--- src/rtl/prio_irq_pkg.sv ---
package prio_irq_pkg;

    localparam int PRIO_W         = 3;
    localparam int PRIO_STRIDE    = 4;
    localparam int SLOTS_PER_WORD = 8;

    typedef logic [PRIO_W-1:0] prio_t;

    localparam prio_t PRIO_LOWEST  = prio_t'(7);
    localparam prio_t FAST_MAX_LVL = prio_t'(1);

    localparam logic [7:0] OFS_FAST_PEND = 8'h00;
    localparam logic [7:0] OFS_NORM_PEND = 8'h08;
    localparam logic [7:0] OFS_ENABLE    = 8'h18;
    localparam logic [7:0] OFS_TOP       = 8'h20;
    localparam logic [7:0] OFS_PRIO      = 8'h30;

    typedef enum logic [2:0] {
        RG_NONE,
        RG_FAST,
        RG_NORM,
        RG_EN,
        RG_TOP,
        RG_PRIO
    } reg_kind_e;

    typedef struct packed {
        reg_kind_e  kind;
        logic [3:0] idx;
    } reg_sel_t;

    function automatic logic goes_fast(prio_t p);
        return p <= FAST_MAX_LVL;
    endfunction

    function automatic reg_sel_t decode_addr(logic [7:0] a, int banks, int rows);
        reg_sel_t s;
        s.kind = RG_NONE;
        s.idx  = '0;
        for (int b = 0; b < banks; b++) begin
            if (a == 8'(OFS_FAST_PEND + 4 * b)) begin s.kind = RG_FAST; s.idx = 4'(b); end
            if (a == 8'(OFS_NORM_PEND + 4 * b)) begin s.kind = RG_NORM; s.idx = 4'(b); end
            if (a == 8'(OFS_ENABLE    + 4 * b)) begin s.kind = RG_EN;   s.idx = 4'(b); end
        end
        for (int r = 0; r < rows; r++) begin
            if (a == 8'(OFS_PRIO + 4 * r)) begin s.kind = RG_PRIO; s.idx = 4'(r); end
        end
        if (a == OFS_TOP) s.kind = RG_TOP;
        return s;
    endfunction

endpackage

--- src/rtl/irq_bank.sv ---
module irq_bank #(
    parameter int BANK_W = 32
) (
    input  logic              clk,
    input  logic              rst,
    input  logic [BANK_W-1:0] req,
    input  logic [BANK_W-1:0] clr,
    output logic [BANK_W-1:0] pend
);
    logic [BANK_W-1:0] req_q;
    logic [BANK_W-1:0] rise;

    assign rise = req & ~req_q;

    always_ff @(posedge clk) begin
        if (rst) begin
            req_q <= '0;
            pend  <= '0;
        end else begin
            req_q <= req;
            pend  <= (pend & ~clr) | rise;
        end
    end


    edge_latch_chk: assert property (@(posedge clk) disable iff (rst)
        (|rise) |=> ((pend & $past(rise)) == $past(rise)));


    clear_wins_chk: assert property (@(posedge clk) disable iff (rst)
        (|(clr & ~rise)) |=> ((pend & $past(clr & ~rise)) == '0));


    pend_hold_chk: assert property (@(posedge clk) disable iff (rst)
        1'b1 |=> ((($past(pend) & ~$past(clr)) & ~pend) == '0));

endmodule

--- src/rtl/irq_prio_file.sv ---
module irq_prio_file
    import prio_irq_pkg::*;
#(
    parameter int NUM_SRC = 64,
    parameter int ROW_W   = 3
) (
    input  logic                    clk,
    input  logic                    rst,
    input  logic                    wr_en,
    input  logic [ROW_W-1:0]        wr_row,
    input  logic [31:0]             wr_data,
    output prio_t [NUM_SRC-1:0]     prio
);
    localparam int ROWS = NUM_SRC / SLOTS_PER_WORD;

    always_ff @(posedge clk) begin
        if (rst) begin
            for (int i = 0; i < NUM_SRC; i++) prio[i] <= PRIO_LOWEST;
        end else if (wr_en) begin
            for (int r = 0; r < ROWS; r++) begin
                if (wr_row == ROW_W'(r)) begin
                    for (int k = 0; k < SLOTS_PER_WORD; k++)
                        prio[r*SLOTS_PER_WORD + k] <= wr_data[PRIO_STRIDE*k +: PRIO_W];
                end
            end
        end
    end


    reset_prio_chk: assert property (@(posedge clk) disable iff (rst)
        $past(rst) |-> (prio == {NUM_SRC{PRIO_LOWEST}}));


    prio_still_chk: assert property (@(posedge clk) disable iff (rst)
        !wr_en |=> $stable(prio));

endmodule

--- src/rtl/irq_arbiter.sv ---
module irq_arbiter
    import prio_irq_pkg::*;
#(
    parameter int NUM_SRC = 64,
    parameter int ID_W    = 7
) (
    input  logic                clk,
    input  logic                rst,
    input  logic [NUM_SRC-1:0]  cand,
    input  prio_t [NUM_SRC-1:0] prio,
    output logic                found,
    output logic [ID_W-1:0]     best_id
);
    localparam logic [ID_W-1:0] NONE_ID = {ID_W{1'b1}};

    prio_t best_p;

    always_comb begin
        found   = 1'b0;
        best_id = NONE_ID;
        best_p  = PRIO_LOWEST;
        for (int i = NUM_SRC - 1; i >= 0; i--) begin
            if (cand[i] && (!found || prio[i] <= best_p)) begin
                found   = 1'b1;
                best_id = ID_W'(i);
                best_p  = prio[i];
            end
        end
    end


    winner_valid_chk: assert property (@(posedge clk) disable iff (rst)
        found |-> cand[best_id[ID_W-2:0]]);


    none_empty_chk: assert property (@(posedge clk) disable iff (rst)
        (best_id == NONE_ID) |-> (cand == '0));

endmodule

--- src/rtl/prio_irq_ctrl.sv ---
module prio_irq_ctrl
    import prio_irq_pkg::*;
#(
    parameter int NUM_SRC = 64,
    parameter int BANK_W  = 32,
    parameter int ADDR_W  = 8
) (
    input  logic                     clk,
    input  logic                     rst,
    input  logic [NUM_SRC-1:0]       req,
    input  logic [ADDR_W-1:0]        bus_addr,
    input  logic                     bus_we,
    input  logic [BANK_W-1:0]        bus_wdata,
    output logic [BANK_W-1:0]        bus_rdata,
    output logic                     fast_irq,
    output logic                     norm_irq,
    output logic [$clog2(NUM_SRC):0] top_src
);
    localparam int NUM_BANKS = NUM_SRC / BANK_W;
    localparam int ROWS      = NUM_SRC / SLOTS_PER_WORD;
    localparam int ROW_W     = (ROWS > 1) ? $clog2(ROWS) : 1;
    localparam int BK_W      = (NUM_BANKS > 1) ? $clog2(NUM_BANKS) : 1;
    localparam int SRC_W     = $clog2(NUM_SRC);
    localparam int ID_W      = SRC_W + 1;

    reg_sel_t             sel;
    logic [NUM_SRC-1:0]   pend;
    logic [NUM_SRC-1:0]   en_q;
    logic [NUM_SRC-1:0]   fast_m;
    logic [NUM_SRC-1:0]   fast_cand;
    logic [NUM_SRC-1:0]   norm_cand;
    prio_t [NUM_SRC-1:0]  prio;
    logic                 found;
    logic [ID_W-1:0]      best_id;
    logic [NUM_BANKS-1:0][BANK_W-1:0] fast_view;
    logic [NUM_BANKS-1:0][BANK_W-1:0] norm_view;
    logic [NUM_BANKS-1:0][BANK_W-1:0] en_view;

    assign sel = decode_addr(8'(bus_addr), NUM_BANKS, ROWS);

    for (genvar b = 0; b < NUM_BANKS; b++) begin : g_bank
        logic [BANK_W-1:0] clr_b;
        assign clr_b = (bus_we && (sel.kind == RG_FAST || sel.kind == RG_NORM)
                        && sel.idx == 4'(b)) ? bus_wdata : '0;
        irq_bank #(.BANK_W(BANK_W)) u_bank (
            .clk  (clk),
            .rst  (rst),
            .req  (req[b*BANK_W +: BANK_W]),
            .clr  (clr_b),
            .pend (pend[b*BANK_W +: BANK_W])
        );
    end

    for (genvar i = 0; i < NUM_SRC; i++) begin : g_route
        assign fast_m[i] = goes_fast(prio[i]);
    end

    always_ff @(posedge clk) begin
        if (rst) begin
            en_q <= '0;
        end else if (bus_we && sel.kind == RG_EN) begin
            for (int b = 0; b < NUM_BANKS; b++)
                if (sel.idx == 4'(b)) en_q[b*BANK_W +: BANK_W] <= bus_wdata;
        end
    end

    irq_prio_file #(.NUM_SRC(NUM_SRC), .ROW_W(ROW_W)) u_prio (
        .clk     (clk),
        .rst     (rst),
        .wr_en   (bus_we && sel.kind == RG_PRIO),
        .wr_row  (sel.idx[ROW_W-1:0]),
        .wr_data (bus_wdata),
        .prio    (prio)
    );

    assign fast_cand = pend & en_q & fast_m;
    assign norm_cand = pend & en_q & ~fast_m;

    irq_arbiter #(.NUM_SRC(NUM_SRC), .ID_W(ID_W)) u_arb (
        .clk     (clk),
        .rst     (rst),
        .cand    (norm_cand),
        .prio    (prio),
        .found   (found),
        .best_id (best_id)
    );

    assign top_src = best_id;

    always_ff @(posedge clk) begin
        if (rst) begin
            fast_irq <= 1'b0;
            norm_irq <= 1'b0;
        end else begin
            fast_irq <= |fast_cand;
            norm_irq <= |norm_cand;
        end
    end

    assign fast_view = pend & fast_m;
    assign norm_view = pend & ~fast_m;
    assign en_view   = en_q;

    always_comb begin
        bus_rdata = '0;
        unique case (sel.kind)
            RG_FAST: bus_rdata = fast_view[sel.idx[BK_W-1:0]];
            RG_NORM: bus_rdata = norm_view[sel.idx[BK_W-1:0]];
            RG_EN:   bus_rdata = en_view[sel.idx[BK_W-1:0]];
            RG_TOP:  bus_rdata = BANK_W'(best_id);
            RG_PRIO: begin
                for (int k = 0; k < SLOTS_PER_WORD; k++)
                    bus_rdata[PRIO_STRIDE*k +: PRIO_W] =
                        prio[SRC_W'(int'(sel.idx[ROW_W-1:0]) * SLOTS_PER_WORD + k)];
            end
            default: bus_rdata = '0;
        endcase
    end


    fast_rise_chk: assert property (@(posedge clk) disable iff (rst)
        (|fast_cand) |=> fast_irq);


    fast_drop_chk: assert property (@(posedge clk) disable iff (rst)
        !(|fast_cand) |=> !fast_irq);


    norm_rise_chk: assert property (@(posedge clk) disable iff (rst)
        (|norm_cand) |=> norm_irq);


    masked_quiet_chk: assert property (@(posedge clk) disable iff (rst)
        ((pend & en_q) == '0) |=> (!fast_irq && !norm_irq));


    top_none_chk: assert property (@(posedge clk) disable iff (rst)
        !found |-> (top_src == {ID_W{1'b1}}));

endmodule

--- config.mk ---
export PLATFORM = sky130hd
export DESIGN_NAME = prio_irq_ctrl
export DESIGN_NICKNAME = d
export VERILOG_FILES = /design/src/rtl/prio_irq_pkg.sv /design/src/rtl/irq_bank.sv /design/src/rtl/irq_prio_file.sv /design/src/rtl/irq_arbiter.sv /design/src/rtl/prio_irq_ctrl.sv
export SDC_FILE = /design/constraint.sdc
export NUM_CORES = 2
export LEC_CHECK = 0
export BUFFER_PORTS_ARGS = -buffer_cell sky130_fd_sc_hd__buf_2
export CAP_MARGIN = 20
export CORE_MARGIN = 1.5
export CORE_UTILIZATION = 50
export CTS_CLUSTER_DIAMETER = 200
export CTS_CLUSTER_SIZE = 16
export DETAILED_ROUTE_END_ITERATION = 7
export GPL_TIMING_DRIVEN = 0
export PLACE_DENSITY = 0.7
export SLEW_MARGIN = 10
export SYNTH_ARGS = -nofsm -noshare
export SYNTH_HDL_FRONTEND = slang
export SYNTH_SLANG_ARGS = --single-unit
--- constraint.sdc ---
create_clock -name clk -period 116.7 [get_ports clk]
set_input_delay 5.835 -clock clk [delete_from_list [all_inputs] [get_ports clk]]
set_output_delay 5.835 -clock clk [all_outputs]
set_load 0.02 [all_outputs]
==> results.toml <==
[job]
cap_violations = 0

[power_and_ir_drop]
p_int_mw = 0.186
switching_share_pct = 28.9
leakagePower_nw = 12.6
ir_drop_mv = 0.0114
power.switching_mw = 0.0756
p_clk_share_pct = 36.4
seq_power_share_pct = 53.3
power_density_nw_per_um2 = 8.42
power_mw = 0.262
comb_power_share_pct = 10.2

[logic_synthesis]
synth_seq_area_share_pct = 27.4
synth_fa_ha_area_share_pct = 8.40
synth.area.top_cells = "dfxtp_1 27%, ha_1 8.4%, nand2_1 7.7%"
syn_area_um2 = 28200
synthArstFlopShare_pct = 0
synth-edff-count = 0
netlist.area_leader.share_pct = 27.4
synthCells = 3622
ys_ff_latch = 386
synthesis.nets = 3918
yosys.area_share.simple_pct = 24.1
yosysTopAreaCell = "dfxtp_1"
avgSynthCellArea_um2 = 7.78
synth_compound_area_share_pct = 24.9
synthMuxAreaShare_pct = 8.65
ys.flop_type = "dfxtp_1"
yosysMostFrequentCell = "nand2_1"
synth_xor_area_share_pct = 1.62
yosys-top-cells-count = "579 x nand2_1, 386 x dfxtp_1, 314 x nor2_1"
ys_types = 99
synth_top_family_by_area = "compound AO/OA/AOI/OAI gates"
ys_warn_count = 0

[setup_path]
cp.arrival_ps = 103900
crit_path_start_kind = "flip-flop"
r2r_slack_ps = 111380
worst-setup-path-type = "flip-flop to primary output"
cpPeakStageDelay_ps = 760
cp-end-kind = "primary output"
critical-path-top-delay-family = "compound AO/OA/AOI/OAI gates"
cp_slowest_cell = "or4_1"
worstPathRequired_ps = 110860
path_max_fanout = 10
worstSetupStartpoint = "u_prio.prio[191]$_SDFFE_PP1P_"
critical_path.most_common_cell = "o21ai_0"
r2r_cells = 12
cp.buffers_inverters = 41
r2r_start = "u_prio.prio[187]$_SDFFE_PP1P_"
regToRegEndpoint = "norm_irq$_SDFF_PP0_"

[global_route]
track_usage_pct = 49.6
antenna_found_initial = 11
grt_max_degree = 17
grt_pass1_wl_um = 202000
grt-ovfl-total = 0
grt_pass1_vias = 27600

[hold_path]
holdPathStages = 2
hp-start = "en_q[0]$_SDFFE_PP0P_"
min_path_type = "flip-flop to flip-flop"
hold-path-endpoint = "en_q[0]$_SDFFE_PP0P_"

[floorplanning]
initial_core_util_pct = 50.8
core_um2 = 55400
dieArea_um2 = 57800
fp.dieW_um = 240
io_pins = 148
num_rows = 86
die_h_um = 240

[clocking]
cts_root_buf = "clkbuf_16"
h-tree-depth = 1
clkLatencyLatePin_ps = 630
cts_max_path_buffers = 3
hold_buffers = 0
cts_tree = "yes"
cts.sinks = 386
clk_pin_slew_ps = 80
cts_buffers = 28

[cells_and_area]
nets = 4114
synthToLayoutAreaGrowth_pct = 10.3
drive_gt1_share_pct = 10.8
post-route-util_pct = 56.1

[drt]
dr.pass1.iters = 8
drt_iter0_drc = 4667
dr_total_vias = 31500
ant_nets = 0
drt_wl_total_um = 147000
drc = 0
vias_per_cell = 6.88
wl_per_cell_um = 32.2

[timing]
slew_viol_final = 0
period_minus_slack_ps = 109730
postLayoutSetupSlackWorst_ps = 6970
setup_viol_count_final = 0
worstMarginPinSlew_ps = 1380
clock_skew_ps = 33.8
rsz0062_at_grt = "false"
slew_headroom_pct = 7.82
hold_viol = 0
fin_crit_sh_pct = 94.0
setup-tns-final_ps = 0
max_freq_mhz = 9.11
timing.hold.ws_ps = 476

[placed_design]
portBuffers = 145
dp_slack_ps = 3640
place.gp.congestion = 1.07
dp_hpwl_um = 117000

[outcome]
outcome = "completed"
## worst min-delay path, delay by kind of cell, from the launching register on
family / cells / cell delay [ps]
flops: 1 / 320
compound gates: 1 / 50
simple gates: 1 / 50
## routing by layer
layer  vias to the layer above  track usage (%)  share of wire (%)
met5                         -                0               0.11
met4                        16             30.5                7.6
met3                       535             17.3                 15
met2                      2393             68.0                 38
met1                     15000             65.8                 39
li1                      13600                -                  -
## worst max-delay path by stage
stage,to,slack (ps),cells after the start
after CTS,bus_rdata[5],2530,510
after floorplan,bus_rdata[5],24490,507
final,bus_rdata[4],6970,519
after global placement,bus_rdata[5],4280,511
after global routing,bus_rdata[4],100,525
after detailed placement,bus_rdata[5],3640,510
## power by group through the flow
stage	Clock [mW]	Sequential [mW]	Combinational, mW
floorplan	0	0.139	0.0129
global placement	0	0.142	0.0242
detailed placement	0	0.142	0.0249
CTS	0.0937	0.139	0.0251
global route	0.0982	0.139	0.0274
finish	0.0954	0.140	0.0268
## sequential cells by signal (all words and copies together) (netlist names)
register	flops
g_bank.u_bank.req_q	64
norm_irq	1
en_q	64
fast_irq	1
u_prio.prio	192
g_bank.u_bank.pend	64
## repair_timing
item | CTS | global route
buffers inserted | 0 | 6
endpoints found under the setup margin | 0 | 12
endpoints found under the hold margin | 0 | 0
resized for setup | 0 | 46
## stage by stage
stage               cells  area (um2)
finish               4573       31100
global placement     4515       29800
detailed placement   4529       30000
CTS                  4559       30800
global route         4566       31100
floorplan            3622       28200
## layout by cell type, fill, tap and decap left out, types with 14 or more instances in the layout
cell / instances
mux2_2: 25
nand3_1: 102
a21o_1: 33
a31oi_1: 67
or3_1: 17
ha_1: 189
a32oi_1: 51
xnor2_1: 52
nand4_1: 19
o22ai_1: 15
mux4_2: 44
nor3_1: 69
clkbuf_2: 19
o221ai_1: 20
buf_1: 16
o21ai_0: 130
and3_1: 21
o211ai_1: 134
nand2b_1: 23
buf_2: 151
a311oi_1: 14
dfxtp_1: 385
and2_1: 25
clkbuf_16: 28
nor2_1: 310
a32o_1: 28
a211oi_1: 19
or2_2: 18
a211o_1: 29
nand2_1: 579
inv_1: 164
clkbuf_1: 153
nor2b_1: 196
a21oi_1: 234
mux2i_1: 112
o21a_1: 34
o31ai_1: 14
## area by class of cell
type,instances,area [um2]
fill,5451,24300
multi-input combinational,2874,19300
sequential,386,7730
timing repair buffer,168,953
tap,748,936
buffer,196,796
clock buffer,28,701
inverter,164,616
clock inverter,2,46.3
antenna,7,17.5
## cell families after synthesis
logic type / count (synthesis)
AOI/OAI and AO/OA: 998
xor gates and xnor gates: 52
adders and majority gates: 189
buffers and inverters: 362
DFF: 386
muxes: 184
and+or+nand+nor: 1451
Power figures use the tool's default switching activity.
